**config.mk**
```make
export PLATFORM = sky130hd
export DESIGN_NAME = fracn_divider
export DESIGN_NICKNAME = d
export VERILOG_FILES = /design/src/rtl/fracn_pkg.sv /design/src/rtl/fracn_prescaler.sv /design/src/rtl/fracn_swallow.sv /design/src/rtl/fracn_accum.sv /design/src/rtl/fracn_divider.sv
export SDC_FILE = /design/constraint.sdc
export NUM_CORES = 1
export LEC_CHECK = 0
export BUFFER_PORTS_ARGS = -buffer_cell sky130_fd_sc_hd__buf_2
export CORE_MARGIN = 2
export CORE_UTILIZATION = 58
export CTS_BUF_LIST = sky130_fd_sc_hd__clkbuf_4
export DETAILED_ROUTE_END_ITERATION = 12
export GPL_ROUTABILITY_DRIVEN = 0
export GPL_TIMING_DRIVEN = 0
export MAX_ROUTING_LAYER = met4
export PLACE_DENSITY = 0.94
export SYNTH_ARGS = -nofsm -noshare
export SYNTH_HDL_FRONTEND = slang
export SYNTH_SLANG_ARGS = --single-unit
```
**constraint.sdc**
```tcl
create_clock -name clk -period 4.37 [get_ports clk]
set_input_delay 0.874 -clock clk [delete_from_list [all_inputs] [get_ports clk]]
set_output_delay 0.874 -clock clk [all_outputs]
set_load 0.005 [all_outputs]
```
**src/rtl/fracn_pkg.sv**
```systemverilog
package fracn_pkg;
  typedef enum logic {MOD32 = 1'b0, MOD33 = 1'b1} mod_e;
  localparam int PRE_BASE = 32;
  localparam int SW_W = 5;
endpackage

```
**src/rtl/fracn_prescaler.sv**
```systemverilog
module fracn_prescaler
  import fracn_pkg::*;
(
  input  logic clk,
  input  logic rst,
  input  mod_e next_mod,
  output logic tick,
  output mod_e cur_mod
);
  localparam int CW = $clog2(PRE_BASE + 1);
  localparam logic [CW-1:0] LAST32 = CW'(PRE_BASE - 1);
  localparam logic [CW-1:0] LAST33 = CW'(PRE_BASE);

  logic [CW-1:0] pc;

  assign tick = (pc == ((cur_mod == MOD33) ? LAST33 : LAST32));

  always_ff @(posedge clk) begin
    if (rst) begin
      pc      <= '0;
      cur_mod <= next_mod;
    end else if (tick) begin
      pc      <= '0;
      cur_mod <= next_mod;
    end else begin
      pc <= pc + 1'b1;
    end
  end

  AST_MOD_HELD: assert property (@(posedge clk) disable iff (rst)
    !tick |=> $stable(cur_mod));
endmodule

```
**src/rtl/fracn_swallow.sv**
```systemverilog
module fracn_swallow
  import fracn_pkg::*;
#(
  parameter int IW = 12
) (
  input  logic          clk,
  input  logic          rst,
  input  logic [IW-1:0] int_div,
  input  logic          tick,
  input  mod_e          cur_mod,
  input  logic          carry_in,
  output mod_e          next_mod,
  output logic          cycle_end
);
  localparam int PW = IW - SW_W;

  logic [PW-1:0]   k_q, p_q, k_nx;
  logic [SW_W-1:0] s_q, s_nx;
  logic            ext_q, ext_nx, load;
  logic [SW_W:0]   n33_q;

  assign cycle_end = tick && (k_q == p_q - 1'b1);
  assign load      = rst || cycle_end;
  assign k_nx      = load ? '0 : k_q + 1'b1;
  assign s_nx      = load ? int_div[SW_W-1:0] : s_q;
  assign ext_nx    = load ? (!rst && carry_in) : ext_q;

  always_comb begin
    if (k_nx < PW'(s_nx))
      next_mod = MOD33;
    else if (ext_nx && (k_nx == PW'(s_nx)))
      next_mod = MOD33;
    else
      next_mod = MOD32;
  end

  always_ff @(posedge clk) begin
    if (load) begin
      k_q   <= '0;
      p_q   <= int_div[IW-1:SW_W];
      s_q   <= int_div[SW_W-1:0];
      ext_q <= ext_nx;
      n33_q <= '0;
    end else if (tick) begin
      k_q   <= k_nx;
      n33_q <= n33_q + ((cur_mod == MOD33) ? 1'b1 : 1'b0);
    end
  end

  AST_STRETCH_COUNT: assert property (@(posedge clk) disable iff (rst)
    cycle_end |-> (n33_q + ((cur_mod == MOD33) ? 1'b1 : 1'b0)) ==
                  ({1'b0, s_q} + ext_q));
endmodule

```
**src/rtl/fracn_accum.sv**
```systemverilog
module fracn_accum #(
  parameter int FW = 12
) (
  input  logic          clk,
  input  logic          rst,
  input  logic          step,
  input  logic [FW-1:0] frac,
  output logic [FW-1:0] sum,
  output logic          ovf,
  output logic          carry
);
  logic [FW:0] total;

  assign total = {1'b0, sum} + {1'b0, frac};
  assign carry = total[FW];

  always_ff @(posedge clk) begin
    if (rst) begin
      sum <= '0;
      ovf <= 1'b0;
    end else if (step) begin
      sum <= total[FW-1:0];
      ovf <= carry;
    end
  end

  AST_SUM_HOLD: assert property (@(posedge clk) disable iff (rst)
    !step |=> $stable(sum));
endmodule

```
**src/rtl/fracn_divider.sv**
```systemverilog
module fracn_divider
  import fracn_pkg::*;
#(
  parameter int IW = 12,
  parameter int FW = 12
) (
  input  logic          clk,
  input  logic          rst,
  input  logic [IW-1:0] int_div,
  input  logic [FW-1:0] frac_word,
  output logic          fb_pulse,
  output logic [FW-1:0] sum_word,
  output logic          ovf
);
  logic tick, cycle_end, carry;
  mod_e cur_mod, next_mod;

  fracn_prescaler u_pre (
    .clk      (clk),
    .rst      (rst),
    .next_mod (next_mod),
    .tick     (tick),
    .cur_mod  (cur_mod)
  );

  fracn_swallow #(.IW(IW)) u_swl (
    .clk       (clk),
    .rst       (rst),
    .int_div   (int_div),
    .tick      (tick),
    .cur_mod   (cur_mod),
    .carry_in  (carry),
    .next_mod  (next_mod),
    .cycle_end (cycle_end)
  );

  fracn_accum #(.FW(FW)) u_acc (
    .clk   (clk),
    .rst   (rst),
    .step  (cycle_end),
    .frac  (frac_word),
    .sum   (sum_word),
    .ovf   (ovf),
    .carry (carry)
  );

  always_ff @(posedge clk) begin
    if (rst) fb_pulse <= 1'b0;
    else     fb_pulse <= cycle_end;
  end

  AST_SUM_STEP: assert property (@(posedge clk) disable iff (rst)
    fb_pulse |-> sum_word == FW'($past(sum_word) + $past(frac_word)));
  AST_OVF_HOLD: assert property (@(posedge clk) disable iff (rst)
    !fb_pulse |-> $stable(ovf));
  AST_FB_SINGLE: assert property (@(posedge clk) disable iff (rst)
    fb_pulse |=> !fb_pulse);
endmodule

```
==> qor.txt <==
Family with the most delay on the worst path: compound AO/OA/AOI/OAI gates
Flops & latches, synth: 41
Top FF cell, synth: dfxtp_1
Clk Latency, worst-skew pair: 0.36 ns
Synth top area share: 26.0%
CP max FO: 17
Via count of the routed design: 1993
CTS HTree Levels: 2
Post-synth top area cell: dfxtp_1
Post-route ant nets: 0
Post-DP HPWL: 3650 um
TritonRoute pass-1 iters: 5
EDFF count, synth: 9
Period utilisation layout: 88.2%
GR Util All Layers: 21.7%
Maximum vdd drop: 0.000171 V
Crit. End Element: flop
Core area: 0.00406 mm2
Fin cells: 358
Initial core utilization: 60.8%
Setup crit end: u_pre.cur_mod
Vias in the first global route: 2014
Layout cells sized above 1: 20.8%
Net Count, Synth: 309
Drc violations: 0
Worst Path Arrival: 4.04 ns
Fill cell total of the finished layout: 298
Clock buffer depth: 2
Die ar.: 0.00479 mm2
Fin nets: 354
Ports: 40
Hold buffer count at cts: 0
Drt via density: 5.57
Reg-to-reg critical path startpoint: u_swl.p_q[0]
CP Cell Sequence: inv_1, ha_1, nor3b_2, xor2_1, o22ai_1, o22ai_2, or2_1, and2_1, buf_2, inv_2, buf_4, nor2_1, ha_1, o21a_1, o21ai_0, nand2b_1, a21oi_1, a31oi_1, a221oi_1
Run status: finished, final reports clean
Cell mode on critical path: ha_1
Cells after Synth: 262
Setup TNS: 0 ns
CP required: 4.55 ns
Worst-margin pin slew: 0.505 ns
Finish-stage setup viols: 0
Worst setup path startpoint: u_swl.p_q[0]
Crit-path slowest cell: edfxtp_1
Design Area, Final: 0.00279 mm2
Area contributors post-synth: dfxtp_1 26%, edfxtp_1 11%, ha_1 10%
Hold_ws: 0.491 ns
Initial antenna violation count: 0
Die width: 69.2 um
Largest net degree at the start of global routing: 18
Post-synthesis cell type count: 47
Worst Reg2Reg Path Length in Cells: 19
Final worst path period need: 3.85 ns
Final wirelength: 4700 um
Seq/Total Area, Yosys: 36.9%
Startpoint Class: flop
Hold Path Class: flop to flop
CTS buffer count: 5
Peak Freq: 0.259 GHz
# diodes: 0
Placed cell area: 0.00272 mm2
Slowest stage delay, CP: 0.47 ns
First-pass GRT wire length: 8310 um
Reg-to-Reg End: u_pre.cur_mod
Pwr dens: 242 mW/mm2
Die Span Y: 69.2 um
Slew margin rel.: 66.1%
Placed insts: 350
Slew Limit Fails: 0
Worst-path clk slew: 0.12 ns
Grt ovf: 0
DRT iter0 DRCs: 92
Synth Warn #: 0
Asr flop ratio synth: 0%
Setup Skew: 0.00771 ns
RSZ-0062 raised after global routing: no
Final Power: 0.675 mW
Clock Sinks: 41
CTS tree: done
Synth Area per Inst: 9.41 um2
Num rows: 23
Max Cap Viol: 0
Root Buffer: clkbuf_4
P_leak: 1.31 nW
R2R Setup Slk: 0.52 ns
Final hold vios: 0
WP depth: 19
Buf+Inv Stages, Crit Path: 4
WL/cell: 13.1 um
Number of port buffers: 38
Area grow syn2layout: 12.9%
Cell Area, Synth: 0.00247 mm2
Type of the worst setup path: flop to flop
==> layer usage <==
metal  vias to the layer above  track usage, %  share of wire, %
li1                       1015               -                 -
met1                       934            24.1                44
met2                        34            37.6                51
met3                        10            4.51               3.3
met4                         0            9.15               1.8
met5                         -               -                 0
==> kinds of logic after synthesis <==
| logic type | synth area share [%] |
|---|---|
| flip-flops | 36.9 |
| buffers and inverters | 3.45 |
| AO/OA/AOI/OAI | 11.3 |
| XOR/XNOR | 9.94 |
| adder cells (fa/ha/maj) | 11.0 |
| multiplexers | 8.78 |
| AND/OR/NAND/NOR | 18.6 |
==> worst register-to-register path: stages, from the launching register on <==
cell,delay [ns]
edfxtp_1,0.47
inv_1,0.09
ha_1,0.18
nor3b_2,0.30
xor2_1,0.11
o22ai_1,0.21
o22ai_2,0.14
or2_1,0.25
and2_1,0.16
buf_2,0.18
inv_2,0.12
buf_4,0.24
nor2_1,0.09
ha_1,0.30
o21a_1,0.10
o21ai_0,0.14
nand2b_1,0.07
a21oi_1,0.21
a31oi_1,0.06
a221oi_1,0.26
==> registers in the layout, summed over array words and instances (netlist names) <==
register,count
fb_pulse,1
u_acc.ovf,1
u_acc.sum,12
u_pre.cur_mod,1
u_pre.pc,6
u_swl.ext_q,1
u_swl.k_q,7
u_swl.p_q,7
u_swl.s_q,5
==> power by group <==
part | leakage, nW | internal [mW] | switching [mW]
clock network | 0.0310 | 0.0607 | 0.130
registers | 0.347 | 0.400 | 0.00913
logic | 0.930 | 0.0371 | 0.0387
total | 1.31 | 0.497 | 0.178
==> final cells by class <==
class	instances	area, um2	share of cell area (%)
buffer	9	47.5	1.71
clock buffer	5	37.5	1.35
clock inverter	3	17.5	0.629
inverter	10	37.5	1.35
multi-input combinational	202	1480	53.2
sequential	41	911	32.7
tap	50	62.6	2.25
timing repair buffer	38	190	6.83
==> synthesized netlist by cell type (2+ instances only) <==
cell / n
xnor2_1: 13
dfxtp_1: 32
nor3_1: 6
xor2_1: 15
o31ai_1: 2
or3_4: 2
nand3_1: 2
edfxtp_1: 9
mux2_2: 5
nand4_1: 2
o21a_1: 3
inv_1: 9
nor2b_1: 5
o21ai_0: 9
mux2i_1: 16
a31oi_1: 3
nand2_1: 14
clkbuf_1: 5
nor2_1: 32
nand2b_1: 5
a21oi_1: 14
a21o_1: 3
buf_2: 2
ha_1: 20
nor4_1: 4
and3_1: 7
o22ai_1: 3
==> cells in the final DEF (no fill, tap or decap), types with 2 or more instances in the layout <==
master,instances
nor4_1,4
a21oi_1,14
mux2i_1,16
dfxtp_1,32
nand3_1,2
o21ai_0,9
mux2_2,5
o21a_1,3
xnor2_1,13
buf_2,40
inv_1,9
or3_4,2
clkbuf_4,5
nand4_1,2
nor3_1,6
clkinv_2,2
clkbuf_1,5
and3_1,7
ha_1,20
xor2_1,15
a21o_1,3
nand2b_1,5
o22ai_1,2
nor2_1,32
nand2_1,14
edfxtp_1,9
nor2b_1,5
a31oi_1,3
o31ai_1,2
==> through the flow <==
stage	setup slack, ns	util (%)
2_1_floorplan	0.866	-
3_3_place_gp	0.448	67.0
3_5_place_dp	0.347	67.0
4_1_cts	0.291	68.4
5_1_grt	0.101	68.6
6_report	0.515	68.6
==> repair_timing <==
item,in CTS,in global routing
gates resized for setup,0,2
buffers inserted,0,0
setup endpoints to repair,0,1
==> how the worst min path moves through the flow <==
stage	startpoint	endpoint	slack, ns	cells after the start
3_3_place_gp	u_pre.pc[0]	u_pre.pc[0]	0.45	1
5_1_grt	u_acc.sum[4]	u_acc.sum[4]	0.51	2
2_1_floorplan	u_pre.pc[0]	u_pre.pc[0]	0.44	1
3_5_place_dp	u_pre.pc[0]	u_pre.pc[0]	0.46	1
6_report	u_pre.pc[0]	u_pre.pc[0]	0.49	1
4_1_cts	u_pre.pc[0]	u_pre.pc[0]	0.49	1
Note: power is estimated with default switching activity, not from simulation.
